**config.mk**
```make
export PLATFORM = sky130hd
export DESIGN_NAME = adc_scan_seq
export DESIGN_NICKNAME = d
export VERILOG_FILES = /design/src/rtl/adcseq_pkg.sv /design/src/rtl/adcseq_regs.sv /design/src/rtl/adcseq_ctrl.sv /design/src/rtl/adcseq_slot.sv /design/src/rtl/adc_scan_seq.sv
export SDC_FILE = /design/constraint.sdc
export NUM_CORES = 1
export LEC_CHECK = 0
export BUFFER_PORTS_ARGS = -buffer_cell sky130_fd_sc_hd__buf_2
export CAP_MARGIN = 10
export CORE_AREA = 2 2 228 287
export CTS_CLUSTER_DIAMETER = 60
export DETAILED_ROUTE_END_ITERATION = 10
export DIE_AREA = 0 0 230 289
export MAX_ROUTING_LAYER = met4
export SYNTH_ARGS = -nofsm -noshare
export SYNTH_HDL_FRONTEND = slang
export SYNTH_SLANG_ARGS = --single-unit
```
**constraint.sdc**
```tcl
create_clock -name clk -period 2.9 [get_ports clk]
set_input_delay 0.145 -clock clk [delete_from_list [all_inputs] [get_ports clk]]
set_output_delay 0.145 -clock clk [all_outputs]
set_load 0.01 [all_outputs]
```
**src/rtl/adcseq_pkg.sv**
```systemverilog
package adcseq_pkg;

   typedef enum logic [1:0] {
      ST_IDLE = 2'd0,
      ST_REQ  = 2'd1,
      ST_WAIT = 2'd2
   } seq_state_t;

   typedef enum logic [2:0] {
      RG_CHAN = 3'd0,
      RG_OFFS = 3'd1,
      RG_HIGH = 3'd2,
      RG_LOW  = 3'd3,
      RG_CTRL = 3'd4
   } reg_region_t;

   localparam int CTL_HI_EN  = 0;
   localparam int CTL_LO_EN  = 1;
   localparam int CTL_HI_CLR = 2;
   localparam int CTL_LO_CLR = 3;
   localparam int CTL_OV_CLR = 4;

endpackage

```
**src/rtl/adcseq_regs.sv**
```systemverilog
module adcseq_regs
   import adcseq_pkg::*;
#(
   parameter int SLOTS  = 8,
   parameter int CHAN_W = 3,
   parameter int CODE_W = 12,
   parameter logic [SLOTS*CHAN_W-1:0] DEF_MAP = '0,
   localparam int SLOT_W = $clog2(SLOTS),
   localparam int ADDR_W = SLOT_W + 3,
   localparam int RES_W  = CODE_W + 1
) (
   input  logic                         clk,
   input  logic                         rst_n,
   input  logic                         wr_en,
   input  logic [ADDR_W-1:0]            wr_addr,
   input  logic [RES_W-1:0]             wr_data,
   output logic [SLOTS-1:0][CHAN_W-1:0] chan,
   output logic [SLOTS-1:0][CODE_W-1:0] offs,
   output logic [SLOTS-1:0][RES_W-1:0]  hi_lim,
   output logic [SLOTS-1:0][RES_W-1:0]  lo_lim,
   output logic [SLOTS-1:0]             hi_en,
   output logic [SLOTS-1:0]             lo_en,
   output logic [SLOTS-1:0]             hi_clr,
   output logic [SLOTS-1:0]             lo_clr,
   output logic                         ov_clr
);

   localparam logic [RES_W-1:0] HI_RST = {1'b0, {CODE_W{1'b1}}};
   localparam logic [RES_W-1:0] LO_RST = {1'b1, {CODE_W{1'b0}}};

   logic [2:0]        region;
   logic [SLOT_W-1:0] idx;
   logic              ctl_wr;

   assign region = wr_addr[ADDR_W-1:SLOT_W];
   assign idx    = wr_addr[SLOT_W-1:0];
   assign ctl_wr = wr_en && (reg_region_t'(region) == RG_CTRL);

   assign hi_clr = (ctl_wr && idx == SLOT_W'(CTL_HI_CLR)) ? wr_data[SLOTS-1:0] : '0;
   assign lo_clr = (ctl_wr && idx == SLOT_W'(CTL_LO_CLR)) ? wr_data[SLOTS-1:0] : '0;
   assign ov_clr = ctl_wr && (idx == SLOT_W'(CTL_OV_CLR)) && wr_data[0];

   always_ff @(posedge clk or negedge rst_n) begin
      if (!rst_n) begin
         for (int s = 0; s < SLOTS; s++) begin
            chan[s]   <= DEF_MAP[s*CHAN_W +: CHAN_W];
            offs[s]   <= '0;
            hi_lim[s] <= HI_RST;
            lo_lim[s] <= LO_RST;
         end
         hi_en <= '0;
         lo_en <= '0;
      end else if (wr_en) begin
         unique case (reg_region_t'(region))
            RG_CHAN: chan[idx]   <= wr_data[CHAN_W-1:0];
            RG_OFFS: offs[idx]   <= wr_data[CODE_W-1:0];
            RG_HIGH: hi_lim[idx] <= wr_data;
            RG_LOW:  lo_lim[idx] <= wr_data;
            RG_CTRL: begin
               if (idx == SLOT_W'(CTL_HI_EN)) hi_en <= wr_data[SLOTS-1:0];
               if (idx == SLOT_W'(CTL_LO_EN)) lo_en <= wr_data[SLOTS-1:0];
            end
            default: ;
         endcase
      end
   end

endmodule

```
**src/rtl/adcseq_ctrl.sv**
```systemverilog
module adcseq_ctrl
   import adcseq_pkg::*;
#(
   parameter int PAIRS = 4,
   localparam int PAIR_W = $clog2(PAIRS)
) (
   input  logic              clk,
   input  logic              rst_n,
   input  logic              sync_in,
   input  logic              conv_valid,
   input  logic              rd_en,
   input  logic              ov_clr,
   output logic              conv_req,
   output logic              store,
   output logic              scan_done,
   output logic              overrun,
   output logic [PAIR_W-1:0] pair
);

   seq_state_t state_q;
   logic       last;

   assign last     = (pair == PAIR_W'(PAIRS - 1));
   assign conv_req = (state_q == ST_REQ);
   assign store    = (state_q == ST_WAIT) && conv_valid;

   always_ff @(posedge clk or negedge rst_n) begin
      if (!rst_n) begin
         state_q   <= ST_IDLE;
         pair      <= '0;
         scan_done <= 1'b0;
         overrun   <= 1'b0;
      end else begin
         unique case (state_q)
            ST_IDLE: if (sync_in) begin
               state_q <= ST_REQ;
               pair    <= '0;
            end
            ST_REQ: state_q <= ST_WAIT;
            ST_WAIT: if (conv_valid) begin
               if (last) state_q <= ST_IDLE;
               else begin
                  state_q <= ST_REQ;
                  pair    <= pair + 1'b1;
               end
            end
            default: state_q <= ST_IDLE;
         endcase

         if (store && last) scan_done <= 1'b1;
         else if (rd_en)    scan_done <= 1'b0;

         if (sync_in && state_q != ST_IDLE) overrun <= 1'b1;
         else if (ov_clr)                   overrun <= 1'b0;
      end
   end

   // one request strobe per pair
   a_r4_req_pulse: assert property (@(posedge clk) disable iff (!rst_n)
      conv_req |=> !conv_req);

   // the first pair of a scan is always preceded by a sync
   a_r2_start_on_sync: assert property (@(posedge clk) disable iff (!rst_n)
      (conv_req && pair == '0) |-> $past(sync_in));

   // a sync during a scan raises the overrun flag
   a_r11_overrun_set: assert property (@(posedge clk) disable iff (!rst_n)
      (sync_in && state_q != ST_IDLE) |=> overrun);

   // completion only follows a stored pair
   a_r10_done_source: assert property (@(posedge clk) disable iff (!rst_n)
      $rose(scan_done) |-> $past(conv_valid));

endmodule

```
**src/rtl/adcseq_slot.sv**
```systemverilog
module adcseq_slot #(
   parameter int CODE_W = 12,
   localparam int RES_W = CODE_W + 1
) (
   input  logic                    clk,
   input  logic                    rst_n,
   input  logic                    store,
   input  logic [CODE_W-1:0]       raw,
   input  logic [CODE_W-1:0]       offs,
   input  logic signed [RES_W-1:0] hi_lim,
   input  logic signed [RES_W-1:0] lo_lim,
   input  logic                    hi_clr,
   input  logic                    lo_clr,
   output logic signed [RES_W-1:0] result,
   output logic                    hi_flag,
   output logic                    lo_flag
);

   logic signed [RES_W-1:0] diff;

   assign diff = $signed({1'b0, raw}) - $signed({1'b0, offs});

   always_ff @(posedge clk or negedge rst_n) begin
      if (!rst_n) begin
         result  <= '0;
         hi_flag <= 1'b0;
         lo_flag <= 1'b0;
      end else begin
         if (store) result <= diff;

         if (store && diff > hi_lim) hi_flag <= 1'b1;
         else if (hi_clr)            hi_flag <= 1'b0;

         if (store && diff < lo_lim) lo_flag <= 1'b1;
         else if (lo_clr)            lo_flag <= 1'b0;
      end
   end

   // the held result only changes on a store
   a_r6_result_hold: assert property (@(posedge clk) disable iff (!rst_n)
      !store |=> $stable(result));

   // flags stay set until cleared
   a_r9_hi_sticky: assert property (@(posedge clk) disable iff (!rst_n)
      (hi_flag && !hi_clr) |=> hi_flag);

   a_r9_lo_sticky: assert property (@(posedge clk) disable iff (!rst_n)
      (lo_flag && !lo_clr) |=> lo_flag);

   // a flag is only raised by a stored result
   a_r7_hi_cause: assert property (@(posedge clk) disable iff (!rst_n)
      $rose(hi_flag) |-> $past(store));

   a_r7_lo_cause: assert property (@(posedge clk) disable iff (!rst_n)
      $rose(lo_flag) |-> $past(store));

endmodule

```
**src/rtl/adc_scan_seq.sv**
```systemverilog
module adc_scan_seq
   import adcseq_pkg::*;
#(
   parameter int SLOTS  = 8,
   parameter int CHAN_W = 3,
   parameter int CODE_W = 12,
   parameter logic [SLOTS*CHAN_W-1:0] DEF_MAP = 24'hD59F10,
   parameter bit READ_REG = 1'b1,
   localparam int SLOT_W = $clog2(SLOTS),
   localparam int HALF   = SLOTS / 2,
   localparam int PAIR_W = $clog2(HALF),
   localparam int ADDR_W = SLOT_W + 3,
   localparam int RES_W  = CODE_W + 1
) (
   input  logic              clk,
   input  logic              rst_n,
   input  logic              wr_en,
   input  logic [ADDR_W-1:0] wr_addr,
   input  logic [RES_W-1:0]  wr_data,
   input  logic              sync_in,
   output logic              conv_req,
   output logic [CHAN_W-1:0] conv_ch_a,
   output logic [CHAN_W-1:0] conv_ch_b,
   input  logic              conv_valid,
   input  logic [CODE_W-1:0] conv_data_a,
   input  logic [CODE_W-1:0] conv_data_b,
   input  logic              rd_en,
   input  logic [SLOT_W-1:0] rd_slot,
   output logic [RES_W-1:0]  rd_data,
   output logic              scan_done,
   output logic              overrun,
   output logic [SLOTS-1:0]  irq_high,
   output logic [SLOTS-1:0]  irq_low,
   output logic              irq_high_any,
   output logic              irq_low_any
);

   if (SLOTS < 8 || (1 << SLOT_W) != SLOTS) begin : g_bad_slots
      $fatal(1, "SLOTS must be a power of two of at least 8");
   end
   if (SLOTS > RES_W || CHAN_W > RES_W) begin : g_bad_width
      $fatal(1, "enable masks and channel fields must fit the write data");
   end

   logic [SLOTS-1:0][CHAN_W-1:0] chan;
   logic [SLOTS-1:0][CODE_W-1:0] offs;
   logic [SLOTS-1:0][RES_W-1:0]  hi_lim;
   logic [SLOTS-1:0][RES_W-1:0]  lo_lim;
   logic [SLOTS-1:0][RES_W-1:0]  result;
   logic [SLOTS-1:0]             hi_en, lo_en, hi_clr, lo_clr, hi_flag, lo_flag;
   logic                         ov_clr, store;
   logic [PAIR_W-1:0]            pair;

   adcseq_regs #(
      .SLOTS   (SLOTS),
      .CHAN_W  (CHAN_W),
      .CODE_W  (CODE_W),
      .DEF_MAP (DEF_MAP)
   ) u_regs (
      .clk     (clk),
      .rst_n   (rst_n),
      .wr_en   (wr_en),
      .wr_addr (wr_addr),
      .wr_data (wr_data),
      .chan    (chan),
      .offs    (offs),
      .hi_lim  (hi_lim),
      .lo_lim  (lo_lim),
      .hi_en   (hi_en),
      .lo_en   (lo_en),
      .hi_clr  (hi_clr),
      .lo_clr  (lo_clr),
      .ov_clr  (ov_clr)
   );

   adcseq_ctrl #(
      .PAIRS (HALF)
   ) u_ctrl (
      .clk        (clk),
      .rst_n      (rst_n),
      .sync_in    (sync_in),
      .conv_valid (conv_valid),
      .rd_en      (rd_en),
      .ov_clr     (ov_clr),
      .conv_req   (conv_req),
      .store      (store),
      .scan_done  (scan_done),
      .overrun    (overrun),
      .pair       (pair)
   );

   assign conv_ch_a = chan[{1'b0, pair}];
   assign conv_ch_b = chan[{1'b1, pair}];

   for (genvar s = 0; s < SLOTS; s++) begin : g_slot
      logic [CODE_W-1:0] raw;
      logic              slot_store;

      if (s < HALF) begin : g_conv_a
         assign raw = conv_data_a;
      end else begin : g_conv_b
         assign raw = conv_data_b;
      end

      assign slot_store = store && (pair == PAIR_W'(s % HALF));

      adcseq_slot #(
         .CODE_W (CODE_W)
      ) u_slot (
         .clk     (clk),
         .rst_n   (rst_n),
         .store   (slot_store),
         .raw     (raw),
         .offs    (offs[s]),
         .hi_lim  (hi_lim[s]),
         .lo_lim  (lo_lim[s]),
         .hi_clr  (hi_clr[s]),
         .lo_clr  (lo_clr[s]),
         .result  (result[s]),
         .hi_flag (hi_flag[s]),
         .lo_flag (lo_flag[s])
      );
   end

   if (READ_REG) begin : g_read_reg
      always_ff @(posedge clk or negedge rst_n) begin
         if (!rst_n)     rd_data <= '0;
         else if (rd_en) rd_data <= result[rd_slot];
      end
   end else begin : g_read_comb
      assign rd_data = result[rd_slot];
   end

   assign irq_high     = hi_flag & hi_en;
   assign irq_low      = lo_flag & lo_en;
   assign irq_high_any = |irq_high;
   assign irq_low_any  = |irq_low;

   // channels stay put while a request is outstanding
   a_r3_chan_stable: assert property (@(posedge clk) disable iff (!rst_n)
      (conv_req && !wr_en) |=> ($stable(conv_ch_a) && $stable(conv_ch_b)));

   // an interrupt bit needs a raised flag behind it
   a_r8_irq_has_flag: assert property (@(posedge clk) disable iff (!rst_n)
      ((irq_high & ~hi_flag) == '0) && ((irq_low & ~lo_flag) == '0));

endmodule

```
==> flow_metrics.py <==
metrics = {
    "run_status": {
        "status": "finished, violations left",
        "violations": "negative setup slack",
    },
    "worst_setup_path": {
        "slowest_stage": "or4_1",
        "cp-end-kind": "flop",
        "reg2reg_depth": 11,
        "cp_num_buf_inv": 0,
        "crit_family": "compound AO/OA/AOI/OAI gates",
        "r2r_slack_ns": -0.27,
        "crit_type": "flop to flop",
        "crit_arrival_ns": 3.66,
        "slowest_delay_ns": 0.51,
        "startpoint": "u_regs.offs[48]$_DFFE_PN0P_",
        "crit_end": "g_slot[4].u_slot.hi_flag$_DFFE_PN0P_",
        "critPathMaxFanout": 2,
        "rr_startpoint": "u_regs.offs[48]$_DFFE_PN0P_",
        "cp.required_ns": 3.39,
        "critPathLaunchType": "flop",
        "crit_chain": "ha_2 > fa_2 > nor2b_2 > o31a_1 > o31a_1 > o41ai_2 > xnor2_1 > ha_1 > nand4_1 > or4_1 > a32o_1",
        "cp.depth": 11,
        "crit_top_cell": "o31a_1",
        "r2r_end": "g_slot[4].u_slot.hi_flag$_DFFE_PN0P_",
    },
    "routing": {
        "drt_first_pass_iters": 6,
        "routed_wl_mm": 91.9,
        "viasPerCell": 5.48,
        "ant_nets": 0,
        "post-route-drc-count": 0,
        "num_vias": 22400,
        "wl_per_cell_um": 22.5,
        "dr.first_iter.drc_count": 1166,
    },
    "run": {
        "maxCapViolations": 0,
    },
    "floorplanning": {
        "dieArea_mm2": 0.0665,
        "die_w_um": 230,
        "io_pins": 92,
        "die_h_um": 289,
        "design.core.area_mm2": 0.0638,
        "initial_utilization_pct": 44.6,
        "rows": 104,
    },
    "cts": {
        "htree_levels": 2,
        "clk_pin_slew_ns": 0.06,
        "cts-root-buf": "clkbuf_16",
        "clockBufferDepth": 3,
        "cts_made_buffers": 54,
        "insertion_delay_ns": 0.61,
        "cts_num_sinks": 483,
        "cts_tree": "built",
    },
    "power": {
        "power_frac_seq_pct": 32.8,
        "p_clk_share_pct": 27.4,
        "p_int_mw": 19.0,
        "power_density_mw_per_mm2": 806,
        "power.switching_mw": 9.82,
        "p_leak_nw": 17.1,
        "p_sw_share_pct": 34.1,
        "ir_worst_vdd_uv": 443,
        "power_frac_comb_pct": 39.8,
    },
    "final_layout": {
        "final_cells": 4089,
        "layout-drive-gt1-share_pct": 35.6,
        "regArea_mm2": 0.0122,
        "multi_input_area_mm2": 0.0158,
        "syn_to_final_growth_pct": 25.5,
        "final.fill_count": 5464,
        "layout_common_cells": "367 x dfrtp_1, 348 x buf_4, 319 x inv_1, 291 x nand2_1, 265 x mux2_2",
        "final_common_cell": "dfrtp_1",
        "final_area_mm2": 0.0357,
        "layout.nets": 3555,
    },
    "timing": {
        "post-route-period-util_pct": 109,
        "hold_viol": 0,
        "period_needed_ns": 3.17,
        "timing.fmax_ghz": 0.315,
        "drv_slew": 0,
        "setup_slack_ns": -0.272,
        "rsz0062_at_grt": "yes",
        "finClkSkew_ns": 0.0110,
        "setup_viol": 15,
        "slew_headroom_pct": 29.0,
        "worst-slew-pin-transition_ns": 1.07,
    },
    "yosys": {
        "synth-edff-count": 0,
        "ys.flop_type": "dfrtp_1",
        "yosysSeqAreaShare_pct": 43.0,
        "synth.net_count": 3148,
        "synth_area_per_cell_um2": 10.2,
        "synth_cells": 2788,
        "synth_cell_types": 67,
        "async_reset_ff_share_pct": 100,
        "syn_area_mm2": 0.0285,
        "synth_seq_cells": 483,
        "yosys_warnings": 0,
    },
    "placement": {
        "port_buffers": 91,
        "dpl_cell_area_mm2": 0.0322,
        "placedCellCount": 3941,
        "hpwl_mm": 66.1,
        "gp_congestion": 0.939,
    },
    "hold_path": {
        "hold_path.class": "input port to flop",
        "hold_start": "wr_addr[4]",
    },
    "global_route": {
        "grt_pass1_vias": 23600,
        "grt_usage_pct": 28.8,
        "grt_pass1_wl_mm": 140,
        "antenna_found_initial": 2,
        "overflow": 0,
        "grt_max_degree": 81,
    },
}
[layer usage]
layer | share of wire [%] | vias to the layer above | global-route usage, %
li1 | - | 10500 | -
met1 | 40 | 11100 | 33.3
met2 | 49 | 560 | 49.0
met3 | 4.5 | 241 | 3.69
met4 | 6.2 | 0 | 15.4
met5 | 0 | - | -
[tightest hold or removal path, cell delays in order]
cell	delay, ns
buf_2	0.17
nor3_1	0.12
nand3_1	0.08
nand2_1	0.05
nand2_1	0.05
[repair_timing]
action / in CTS / in global routing
setup endpoints to repair: 16 / 16
pin swaps: 128 / 87
resized for setup: 148 / 63
hold buffers: 5 / 0
setup buffers: 34 / 10
hold endpoints to repair: 133 / 0
[cell families (layout without fill, tap and decap cells)]
kind of cell	count (synthesis)	count (layout)	synth area share, %
DFF	483	483	43.0
xor gates and xnor gates	64	64	1.97
AOI/OAI and AO/OA	563	563	12.0
and+or+nand+nor	621	621	9.95
adders and majority gates	308	308	13.7
muxes	313	313	13.6
buffers and inverters	436	888	5.79
other	0	1	0
[sequential cells by signal (all words and copies together), names as in the netlist]
signal                 flops
u_regs.lo_en               8
rd_data                   13
u_regs.hi_en               8
u_regs.offs               96
u_regs.hi_lim            104
u_ctrl.scan_done           1
u_regs.lo_lim            104
u_ctrl.pair                2
g_slot.u_slot.lo_flag      8
u_ctrl.state_q             2
g_slot.u_slot.hi_flag      8
g_slot.u_slot.result     104
u_ctrl.overrun             1
u_regs.chan               24
[cell usage after synthesis, types with 6 or more instances]
cell type | instances | share of area, %
a211o_1 | 6 | 0.18
a211oi_1 | 14 | 0.37
a21boi_0 | 9 | 0.24
a21o_1 | 41 | 1.1
a21oi_1 | 127 | 2.2
a31oi_1 | 6 | 0.13
a32oi_1 | 6 | 0.18
and2_1 | 21 | 0.46
and3_1 | 10 | 0.22
buf_1 | 14 | 0.18
buf_2 | 10 | 0.18
clkbuf_1 | 83 | 1.1
dfrtp_1 | 367 | 32
dfstp_2 | 116 | 11
fa_1 | 8 | 0.56
ha_1 | 300 | 13
inv_1 | 329 | 4.3
mux2_2 | 265 | 10
mux2i_1 | 15 | 0.53
mux4_2 | 32 | 2.5
nand2_1 | 293 | 3.9
nand2b_1 | 14 | 0.31
nand3_1 | 19 | 0.33
nand4_1 | 36 | 0.79
nor2_1 | 125 | 1.6
nor2b_1 | 24 | 0.53
nor3_1 | 29 | 0.51
nor3b_1 | 10 | 0.26
o211ai_1 | 10 | 0.26
o21a_1 | 40 | 1.1
o21ai_0 | 234 | 4.1
o22ai_1 | 8 | 0.18
o31a_1 | 12 | 0.37
o31ai_1 | 19 | 0.50
or2_2 | 8 | 0.18
or3_1 | 6 | 0.13
or4_1 | 12 | 0.32
xnor2_1 | 43 | 1.3
xor2_1 | 21 | 0.65
[worst min-delay path by stage]
stage,depth (start not counted),slack (ns),endpoint
after floorplan,0,-0.15,g_slot[0].u_slot.hi_flag$_DFFE_PN0P_
after global placement,1,0.17,u_regs.offs[83]$_DFFE_PN0P_
after detailed placement,1,0.18,u_regs.lo_lim[89]$_DFFE_PN0P_
after CTS,5,0.001,u_ctrl.overrun$_DFFE_PN0P_
after global routing,5,0.08,u_ctrl.overrun$_DFFE_PN0P_
final,5,0.04,u_ctrl.overrun$_DFFE_PN0P_
[per-stage QoR]
step | total power [mW] | TNS, ns | hold WS, ns | worst slack (ns) | utilization [%]
final | 28.8 | -1.82 | 0.0383 | -0.272 | 56.0
after global routing | 30.5 | -4.09 | 0.0773 | -0.389 | 56.0
after CTS | 28.5 | -1.46 | 0.00105 | -0.221 | 55.3
after detailed placement | 19.7 | -7.01 | 0.175 | -0.604 | 50.5
after global placement | 19.4 | -5.82 | 0.169 | -0.623 | 50.5
after floorplan | 15.2 | -0.192 | -0.151 | -0.0783 | -
[power groups by stage]
stage	clock, mW	combinational [mW]	sequential [mW]
after floorplan	0	6.15	9.03
after global placement	0	9.89	9.51
after detailed placement	0	10.2	9.55
after CTS	8.04	11.0	9.45
after global routing	8.29	12.6	9.58
final	7.90	11.5	9.44
[cell type report]
cell class / instances / share of cell area [%]
Multi-Input combinational cell: 1869 / 44.1
Antenna cell: 1 / 0.00701
Clock buffer: 78 / 4.63
Clock inverter: 23 / 1.14
Sequential cell: 483 / 34.2
Timing Repair Buffer: 458 / 9.42
Inverter: 329 / 3.46
Tap cell: 848 / 2.97
(Power assumes the default switching activity.)
